`config.mk`:
```
export PLATFORM = sky130hd
export DESIGN_NAME = mbx_host_port
export DESIGN_NICKNAME = d
export VERILOG_FILES = /design/src/rtl/mbx_pkg.sv /design/src/rtl/mbx_sync.sv /design/src/rtl/mbx_host_fsm.sv /design/src/rtl/mbx_regs.sv /design/src/rtl/mbx_host_port.sv
export SDC_FILE = /design/constraint.sdc
export NUM_CORES = 1
export LEC_CHECK = 0
export ABC_AREA = 1
export BUFFER_PORTS_ARGS = -buffer_cell sky130_fd_sc_hd__buf_2
export CAP_MARGIN = 40
export CORE_MARGIN = 1
export CORE_UTILIZATION = 65
export DETAILED_ROUTE_END_ITERATION = 12
export PLACE_DENSITY = 0.84
export RECOVER_POWER = 100
export SLEW_MARGIN = 20
export SYNTH_ARGS = -nofsm -noshare
export SYNTH_HDL_FRONTEND = slang
export SYNTH_HIERARCHICAL = 1
export SYNTH_SLANG_ARGS = --single-unit
```
`constraint.sdc`:
```
create_clock -name clk -period 2.8 [get_ports clk]
set_clock_uncertainty 0.15 [all_clocks]
set_input_delay 0.56 -clock clk [delete_from_list [all_inputs] [get_ports clk]]
set_output_delay 0.56 -clock clk [all_outputs]
set_load 0.02 [all_outputs]
```
`src/rtl/mbx_pkg.sv`:
```
package mbx_pkg;
  localparam int NDATA = 6;
  localparam int AW    = $clog2(NDATA + 2);
  localparam int DW    = 16;
  localparam int BW    = DW / 2;
  localparam int CTL_W = 5;
  localparam logic [AW-1:0] ADDR_FLAGS = AW'(NDATA);
  localparam logic [AW-1:0] ADDR_CTRL  = AW'(NDATA + 1);

  typedef logic [DW-1:0] word_t;

  // Register file read view shared by host and core ports.
  function automatic word_t mbx_read(input logic [NDATA-1:0][DW-1:0] d,
                                     input logic [NDATA-1:0] wf,
                                     input logic [NDATA-1:0] rf,
                                     input logic srst,
                                     input logic [AW-1:0] a);
    word_t w;
    w = '0;
    if (a == ADDR_FLAGS) begin
      w = {{(BW-NDATA){1'b0}}, rf, {(BW-NDATA){1'b0}}, wf};
    end else if (a == ADDR_CTRL) begin
      w = {{(DW-1){1'b0}}, srst};
    end else begin
      for (int i = 0; i < NDATA; i++) begin
        if (a == AW'(i)) w = d[i];
      end
    end
    return w;
  endfunction
endpackage

```
`src/rtl/mbx_sync.sv`:
```
module mbx_sync #(
  parameter int W = 1,
  parameter int STAGES = 2,
  parameter logic [W-1:0] RST_VAL = '0
) (
  input  logic         clk,
  input  logic         rst_n,
  input  logic [W-1:0] d,
  output logic [W-1:0] q
);
  logic [STAGES-1:0][W-1:0] chain_q;

  always_ff @(posedge clk or negedge rst_n) begin
    if (!rst_n) begin
      for (int i = 0; i < STAGES; i++) chain_q[i] <= RST_VAL;
    end else begin
      chain_q[0] <= d;
      for (int i = 1; i < STAGES; i++) chain_q[i] <= chain_q[i-1];
    end
  end

  assign q = chain_q[STAGES-1];
endmodule

```
`src/rtl/mbx_host_fsm.sv`:
```
module mbx_host_fsm
  import mbx_pkg::*;
(
  input  logic             clk,
  input  logic             rst_n,
  input  logic             cfg_byte,
  input  logic             cfg_single,
  input  logic             cfg_mux,
  input  logic [CTL_W-1:0] ctl_s,      // {ale, rw, ds_n, wr_n, rd_n}
  input  logic [AW-1:0]    addr_s,
  input  word_t            data_s,
  input  logic             sclr,
  input  word_t            cap_word,
  output logic [AW-1:0]    cap_addr,
  output logic [AW-1:0]    ale_addr,
  output logic             rd_phase,
  output logic [BW-1:0]    rd_hi,
  output logic             hw_commit,
  output logic [AW-1:0]    hw_addr,
  output word_t            hw_data,
  output logic             hr_event,
  output logic [AW-1:0]    hr_addr
);
  logic s_rd_n, s_wr_n, s_ds_n, s_rw, s_ale;
  assign {s_ale, s_rw, s_ds_n, s_wr_n, s_rd_n} = ctl_s;

  logic rd_act, wr_act, rd_act_q, wr_act_q, rd_done, wr_done;
  assign rd_act  = cfg_single ? (!s_ds_n &&  s_rw) : !s_rd_n;
  assign wr_act  = cfg_single ? (!s_ds_n && !s_rw) : !s_wr_n;
  assign rd_done = rd_act_q && !rd_act;
  assign wr_done = wr_act_q && !wr_act;

  logic [AW-1:0] ale_addr_q, cap_addr_q, hw_addr_q, hr_addr_q;
  logic [AW-1:0] hw_addr_n, hr_addr_n;
  word_t         cap_data_q, hw_data_q, hw_data_n;
  logic [BW-1:0] wlo_q, wlo_n, rhi_q, rhi_n;
  logic          wr_phase_q, wr_phase_n, rd_phase_q, rd_phase_n;
  logic          hw_commit_q, hw_commit_n, hr_event_q, hr_event_n;
  logic          ale_en, cap_en, dat_en;

  assign ale_en = s_ale;
  assign cap_en = rd_act || wr_act;
  assign dat_en = wr_act;

  // Next-state logic for byte sequencing and completion events.
  always_comb begin
    wlo_n       = wlo_q;
    rhi_n       = rhi_q;
    wr_phase_n  = wr_phase_q;
    rd_phase_n  = rd_phase_q;
    hw_commit_n = 1'b0;
    hw_addr_n   = hw_addr_q;
    hw_data_n   = hw_data_q;
    hr_event_n  = 1'b0;
    hr_addr_n   = hr_addr_q;
    if (wr_done) begin
      if (cfg_byte && !wr_phase_q) begin
        wlo_n      = cap_data_q[BW-1:0];
        wr_phase_n = 1'b1;
      end else begin
        hw_commit_n = 1'b1;
        hw_addr_n   = cap_addr_q;
        hw_data_n   = cfg_byte ? {cap_data_q[BW-1:0], wlo_q} : cap_data_q;
        wr_phase_n  = 1'b0;
      end
    end
    if (rd_done) begin
      if (cfg_byte && !rd_phase_q) begin
        rhi_n      = cap_word[DW-1:BW];
        rd_phase_n = 1'b1;
      end else begin
        hr_event_n = 1'b1;
        hr_addr_n  = cap_addr_q;
        rd_phase_n = 1'b0;
      end
    end
    if (sclr) begin
      wr_phase_n = 1'b0;
      rd_phase_n = 1'b0;
    end
  end

  always_ff @(posedge clk or negedge rst_n) begin
    if (!rst_n) begin
      rd_act_q    <= 1'b0;
      wr_act_q    <= 1'b0;
      ale_addr_q  <= '0;
      cap_addr_q  <= '0;
      cap_data_q  <= '0;
      wlo_q       <= '0;
      rhi_q       <= '0;
      wr_phase_q  <= 1'b0;
      rd_phase_q  <= 1'b0;
      hw_commit_q <= 1'b0;
      hw_addr_q   <= '0;
      hw_data_q   <= '0;
      hr_event_q  <= 1'b0;
      hr_addr_q   <= '0;
    end else begin
      rd_act_q    <= rd_act;
      wr_act_q    <= wr_act;
      if (ale_en) ale_addr_q <= data_s[AW-1:0];
      if (cap_en) cap_addr_q <= cfg_mux ? ale_addr_q : addr_s;
      if (dat_en) cap_data_q <= data_s;
      wlo_q       <= wlo_n;
      rhi_q       <= rhi_n;
      wr_phase_q  <= wr_phase_n;
      rd_phase_q  <= rd_phase_n;
      hw_commit_q <= hw_commit_n;
      hw_addr_q   <= hw_addr_n;
      hw_data_q   <= hw_data_n;
      hr_event_q  <= hr_event_n;
      hr_addr_q   <= hr_addr_n;
    end
  end

  assign cap_addr  = cap_addr_q;
  assign ale_addr  = ale_addr_q;
  assign rd_phase  = rd_phase_q;
  assign rd_hi     = rhi_q;
  assign hw_commit = hw_commit_q;
  assign hw_addr   = hw_addr_q;
  assign hw_data   = hw_data_q;
  assign hr_event  = hr_event_q;
  assign hr_addr   = hr_addr_q;

  // In byte mode a commit must follow a completed low byte.
  AST_BYTE_PAIR: assert property (@(posedge clk) disable iff (!rst_n)
    (hw_commit_q && cfg_byte && $past(cfg_byte)) |-> $past(wr_phase_q));
  AST_RD_BYTE_PAIR: assert property (@(posedge clk) disable iff (!rst_n)
    (hr_event_q && cfg_byte && $past(cfg_byte)) |-> $past(rd_phase_q));
endmodule

```
`src/rtl/mbx_regs.sv`:
```
module mbx_regs
  import mbx_pkg::*;
(
  input  logic                     clk,
  input  logic                     rst_n,
  input  logic                     hw_commit,
  input  logic [AW-1:0]            hw_addr,
  input  word_t                    hw_data,
  input  logic                     hr_event,
  input  logic [AW-1:0]            hr_addr,
  input  logic                     core_wr,
  input  logic                     core_rd,
  input  logic [AW-1:0]            core_addr,
  input  word_t                    core_wdata,
  input  logic [NDATA-1:0]         mask_wr,
  input  logic [NDATA-1:0]         mask_rd,
  input  logic                     glb_wr_en,
  input  logic                     glb_rd_en,
  output logic [NDATA-1:0][DW-1:0] data,
  output logic [NDATA-1:0]         wflag,
  output logic [NDATA-1:0]         rflag,
  output logic                     srst,
  output logic                     irq_hwr,
  output logic                     irq_hrd
);
  logic [NDATA-1:0] hw_hit, hr_hit, cw_hit, cr_hit;
  logic [NDATA-1:0][DW-1:0] data_q;
  logic [NDATA-1:0] wf_q, wf_n, rf_q, rf_n;
  logic srst_q, srst_n, irq_w_q, irq_w_n, irq_r_q, irq_r_n;

  for (genvar i = 0; i < NDATA; i++) begin : g_reg
    assign hw_hit[i] = hw_commit && (hw_addr == AW'(i));
    assign hr_hit[i] = hr_event  && (hr_addr == AW'(i));
    assign cw_hit[i] = core_wr   && (core_addr == AW'(i));
    assign cr_hit[i] = core_rd   && (core_addr == AW'(i));

    logic  den;
    word_t dnx;
    assign den = hw_hit[i] || cw_hit[i];
    assign dnx = hw_hit[i] ? hw_data : core_wdata;

    always_ff @(posedge clk or negedge rst_n) begin
      if (!rst_n)   data_q[i] <= '0;
      else if (den) data_q[i] <= dnx;
    end
  end

  always_comb begin
    wf_n = srst_q ? '0 : (wf_q & ~cr_hit);
    wf_n = wf_n | hw_hit;
    rf_n = srst_q ? '0 : (rf_q & ~cw_hit);
    rf_n = rf_n | hr_hit;
    srst_n = (hw_commit && hw_addr == ADDR_CTRL && hw_data[0]) ||
             (core_wr && core_addr == ADDR_CTRL && core_wdata[0]);
    irq_w_n = glb_wr_en && |(hw_hit & mask_wr);
    irq_r_n = glb_rd_en && |(hr_hit & mask_rd);
  end

  always_ff @(posedge clk or negedge rst_n) begin
    if (!rst_n) begin
      wf_q    <= '0;
      rf_q    <= '0;
      srst_q  <= 1'b0;
      irq_w_q <= 1'b0;
      irq_r_q <= 1'b0;
    end else begin
      wf_q    <= wf_n;
      rf_q    <= rf_n;
      srst_q  <= srst_n;
      irq_w_q <= irq_w_n;
      irq_r_q <= irq_r_n;
    end
  end

  assign data    = data_q;
  assign wflag   = wf_q;
  assign rflag   = rf_q;
  assign srst    = srst_q;
  assign irq_hwr = irq_w_q;
  assign irq_hrd = irq_r_q;

  AST_WF_SET: assert property (@(posedge clk) disable iff (!rst_n)
    (hw_commit && hw_addr < ADDR_FLAGS) |=> wf_q[$past(hw_addr)]);
  AST_RF_SET: assert property (@(posedge clk) disable iff (!rst_n)
    (hr_event && hr_addr < ADDR_FLAGS) |=> rf_q[$past(hr_addr)]);
  AST_WF_CONSUME: assert property (@(posedge clk) disable iff (!rst_n)
    (core_rd && core_addr < ADDR_FLAGS && !(hw_commit && hw_addr == core_addr))
      |=> !wf_q[$past(core_addr)]);
  AST_IRQ_WR_GATED: assert property (@(posedge clk) disable iff (!rst_n)
    irq_w_q |-> ($past(glb_wr_en) && $past(hw_commit)));
  AST_IRQ_RD_GATED: assert property (@(posedge clk) disable iff (!rst_n)
    irq_r_q |-> ($past(glb_rd_en) && $past(hr_event)));
  AST_SRST_CLEARS: assert property (@(posedge clk) disable iff (!rst_n)
    (srst_q && !hw_commit && !hr_event) |=> (wf_q == '0 && rf_q == '0));
endmodule

```
`src/rtl/mbx_host_port.sv`:
```
module mbx_host_port
  import mbx_pkg::*;
#(
  parameter int SYNC_STAGES = 2
) (
  input  logic              clk,
  input  logic              rst_n,
  input  logic              cfg_byte_mode,
  input  logic              cfg_single_strobe,
  input  logic              cfg_mux_bus,
  input  logic              h_rd_n,
  input  logic              h_wr_n,
  input  logic              h_ds_n,
  input  logic              h_rw,
  input  logic              h_ale,
  input  logic [AW-1:0]     h_addr,
  input  logic [DW-1:0]     h_data_in,
  output logic [DW-1:0]     h_data_out,
  output logic              h_data_oe,
  input  logic [AW-1:0]     core_addr,
  input  logic              core_wr,
  input  logic              core_rd,
  input  logic [DW-1:0]     core_wdata,
  output logic [DW-1:0]     core_rdata,
  input  logic [NDATA-1:0]  mask_wr,
  input  logic [NDATA-1:0]  mask_rd,
  input  logic              glb_wr_en,
  input  logic              glb_rd_en,
  output logic              irq_hwr,
  output logic              irq_hrd,
  output logic              sreset_pulse
);
  logic [CTL_W-1:0] ctl_s;
  logic [AW-1:0]    addr_s;
  word_t            data_s;

  mbx_sync #(.W(CTL_W), .STAGES(SYNC_STAGES), .RST_VAL(CTL_W'(5'b00111))) u_sync_ctl (
    .clk(clk), .rst_n(rst_n),
    .d({h_ale, h_rw, h_ds_n, h_wr_n, h_rd_n}), .q(ctl_s));
  mbx_sync #(.W(AW), .STAGES(SYNC_STAGES), .RST_VAL('0)) u_sync_addr (
    .clk(clk), .rst_n(rst_n), .d(h_addr), .q(addr_s));
  mbx_sync #(.W(DW), .STAGES(SYNC_STAGES), .RST_VAL('0)) u_sync_data (
    .clk(clk), .rst_n(rst_n), .d(h_data_in), .q(data_s));

  logic [AW-1:0]            cap_addr, ale_addr, hw_addr, hr_addr, out_addr;
  logic                     rd_phase, hw_commit, hr_event, srst;
  logic [BW-1:0]            rd_hi;
  word_t                    hw_data, cap_word, out_word;
  logic [NDATA-1:0][DW-1:0] data;
  logic [NDATA-1:0]         wflag, rflag;

  mbx_host_fsm u_fsm (
    .clk(clk), .rst_n(rst_n),
    .cfg_byte(cfg_byte_mode), .cfg_single(cfg_single_strobe), .cfg_mux(cfg_mux_bus),
    .ctl_s(ctl_s), .addr_s(addr_s), .data_s(data_s),
    .sclr(srst), .cap_word(cap_word),
    .cap_addr(cap_addr), .ale_addr(ale_addr), .rd_phase(rd_phase), .rd_hi(rd_hi),
    .hw_commit(hw_commit), .hw_addr(hw_addr), .hw_data(hw_data),
    .hr_event(hr_event), .hr_addr(hr_addr));

  mbx_regs u_regs (
    .clk(clk), .rst_n(rst_n),
    .hw_commit(hw_commit), .hw_addr(hw_addr), .hw_data(hw_data),
    .hr_event(hr_event), .hr_addr(hr_addr),
    .core_wr(core_wr), .core_rd(core_rd), .core_addr(core_addr), .core_wdata(core_wdata),
    .mask_wr(mask_wr), .mask_rd(mask_rd), .glb_wr_en(glb_wr_en), .glb_rd_en(glb_rd_en),
    .data(data), .wflag(wflag), .rflag(rflag), .srst(srst),
    .irq_hwr(irq_hwr), .irq_hrd(irq_hrd));

  assign out_addr   = cfg_mux_bus ? ale_addr : h_addr;
  assign out_word   = mbx_read(data, wflag, rflag, srst, out_addr);
  assign cap_word   = mbx_read(data, wflag, rflag, srst, cap_addr);
  assign core_rdata = mbx_read(data, wflag, rflag, srst, core_addr);

  always_comb begin
    if (!cfg_byte_mode)  h_data_out = out_word;
    else if (rd_phase)   h_data_out = {{BW{1'b0}}, rd_hi};
    else                 h_data_out = {{BW{1'b0}}, out_word[BW-1:0]};
  end

  assign h_data_oe    = cfg_single_strobe ? (!h_ds_n && h_rw) : !h_rd_n;
  assign sreset_pulse = srst;

  AST_SRST_ONE_CYCLE: assert property (@(posedge clk) disable iff (!rst_n)
    (sreset_pulse && !core_wr && !hw_commit) |=> !sreset_pulse);
endmodule

```
==> impl_metrics.csv <==
group,metric,value,unit
floorplanning,rows,49,
cells_and_area,area_growth,15.8,%
synthesis,synthCells,1566,
setup_path,cp-end-kind,"output pin",
global_route,grt_util_met1,0.578,
cts,cts-root-buf,"clkbuf_16",
detailed_routing,routed_wirelength,44500,um
timing,slew_headroom,-0.245,
placed_design,hpwl,29800,um
setup_path,worstPathRequired,2090,ps
setup_path,cp_max_fo,6,
synthesis,synth_nets,1630,
placed_design,place_inst,1858,
floorplanning,ios,100,
global_route,grt_max_degree,72,
detailed_routing,vias_per_cell,6.51,
synthesis,yosysWarnings,6,
synthesis,synth_area_per_cell,7.82,sq um
power_and_ir_drop,p_leak,6.98,nW
cts,clkTransAtPathRegs,60,ps
timing,finalCritPeriodShare,1.06,
floorplanning,die_w,139,um
detailed_routing,dr.pass1.iters,7,
cells_and_area,fin_cells,1931,
cells_and_area,nets,1747,
floorplanning,start_util,0.673,
setup_path,start_kind,"register",
job,drv_cap,1,
global_route,grt_usage,0.457,
outcome,failed_checks,"capacitance limit, slew limit, setup timing",
outcome,outcome,"finished with violations",
floorplanning,coreArea,18200,sq um
cts,cts_buffers,24,
timing,rsz0062_at_grt,"yes",
global_route,antenna_found_initial,2,
placed_design,routabilityCongestion,1.01,
power_and_ir_drop,powerDensity,842,nW/um^2
detailed_routing,drt_iter0_markers,1722,
global_route,busiest_layer,"met2",
cts,clock_sinks,225,
cells_and_area,drive_above_1_share,0.183,
timing,hold_viol_final,0,
timing,setup_slack,-158,ps
global_route,grt_pass1_vias,12000,
cts,clkLatencyLatePin,530,ps
global_route,grt_use_met2,0.711,
power_and_ir_drop,ir_drop,732,uV
placed_design,port_buffers,99,
setup_path,cp.arrival,2250,ps
cts,tritoncts,"done",
placed_design,dp_slack,-60.5,ps
synthesis,syn_area,12200,sq um
cts,clockBufferDepth,3,
floorplanning,dieArea,19400,sq um
detailed_routing,detail_route.wl_per_cell,23.0,um
min_path,min_path_type,"input pin to register",
detailed_routing,drc,0,
timing,worst_pin_slew,1870,ps
global_route,grt.met3_usage,0.122,
global_route,grt_remaining_overflow,0,
timing,fmax,0.338,GHz
global_route,grt_pass1_wl,67200,um
timing,setup_viol,21,
timing,drv_slew,72,
floorplanning,die_h,139,um
timing,fin_crit,2960,ps
cts,h-tree-depth,1,
detailed_routing,vias,12600,
detailed_routing,ant_nets,0,
setup_path,critical_path_class,"register to output pin",
power breakdown:
part	internal, mW	switching [mW]
combinational	1.16	2.16
clock	1.95	1.36
sequential	4.17	1.14
total	7.28	4.66
worst max-delay path, stage by stage, from the launching register on:
cell     delay, ps
dfrtp_1        410
nand2_1        130
nand2_4        100
nor3_4         270
inv_2          110
buf_4          170
or2_0          190
nand2_1        130
a21oi_2         60
buf_4          160
registers in the layout (all words and copies together) (netlist names), 5 cells and up:
name                 count
u_fsm/hw_data           16
u_fsm/wlo_q              8
u_regs/rflag             6
u_fsm/rd_hi              8
u_sync_data/chain_q     16
u_sync_ctl/chain_q       5
u_regs/data             96
u_sync_data/q           16
u_regs/wflag             6
u_fsm/cap_data_q        16
u_sync_ctl/q             5
routing by layer:
layer	share of wire	vias up	routed length, um
li1	-	5421	-
met1	0.36	5876	15800
met2	0.45	1033	19900
met3	0.13	235	5870
met4	0.064	2	2870
met5	0.00025	-	11
per-stage QoR:
| stage | total power, mW | setup TNS, ps | utilization | hold WS [ps] | area [sq um] |
|---|---|---|---|---|---|
| global placement | 8.24 | -122 | 0.717 | 182 | 13100 |
| finish | 11.9 | -2080 | 0.779 | 11.8 | 14200 |
| CTS | 11.8 | -1030 | 0.780 | 0.458 | 14200 |
| global route | 12.4 | -6840 | 0.779 | 11.0 | 14200 |
| detailed placement | 8.35 | -262 | 0.717 | 185 | 13100 |
| floorplan | 6.96 | 0 | - | 114 | 12200 |
worst paths after layout:
check                                 startpoint                    end  slack [ps]  cells past startpoint
hold / removal                              h_rw  u_sync_ctl/chain_q[3]          10                      1
setup reg to reg                u_fsm/hw_addr[2]        u_regs/data[80]        -130                      6
min in group asynchronous                  rst_n        u_regs/data[40]         940                      2
hold reg to reg            u_sync_ctl/chain_q[3]        u_sync_ctl/q[3]         200                      0
setup / recovery               u_fsm/ale_addr[1]          h_data_out[9]        -160                      9
max in group asynchronous                  rst_n  u_sync_ctl/chain_q[1]         240                      3
cells in the final DEF, fill, tap and decap left out, types with 12 or more instances in the layout:
cell type,count
o211ai_1,33
a21oi_2,35
buf_6,12
a21oi_1,81
nand2_1,431
o21ai_0,143
buf_4,62
clkbuf_1,20
clkbuf_16,25
nand4_1,39
dfrtp_1,219
inv_1,115
nand3_1,118
nor2_1,98
inv_2,13
o2111ai_1,19
dlygate4sd3_1,21
buf_2,66
o21ai_1,24
nand2_2,20
repair_timing:
item / in CTS / in global routing
endpoints found under the setup margin: 16 / 18
setup buffers: 1 / 4
gates cloned: 1 / 0
hold endpoints to repair: 84 / 2
pin swaps: 7 / 10
hold buffers: 19 / 2
resized for setup: 43 / 25
layout make-up:
class                   count  area, sq um
clock inverters            11          119
diodes                      1         2.50
inverters                 132          505
multi-input cells        1102         5480
well taps                 229          287
clock buffers              33          706
fillers                  1292         4020
repair buffers            198         1450
flip-flops and latches    225         5640
(Power assumes the default switching activity.)
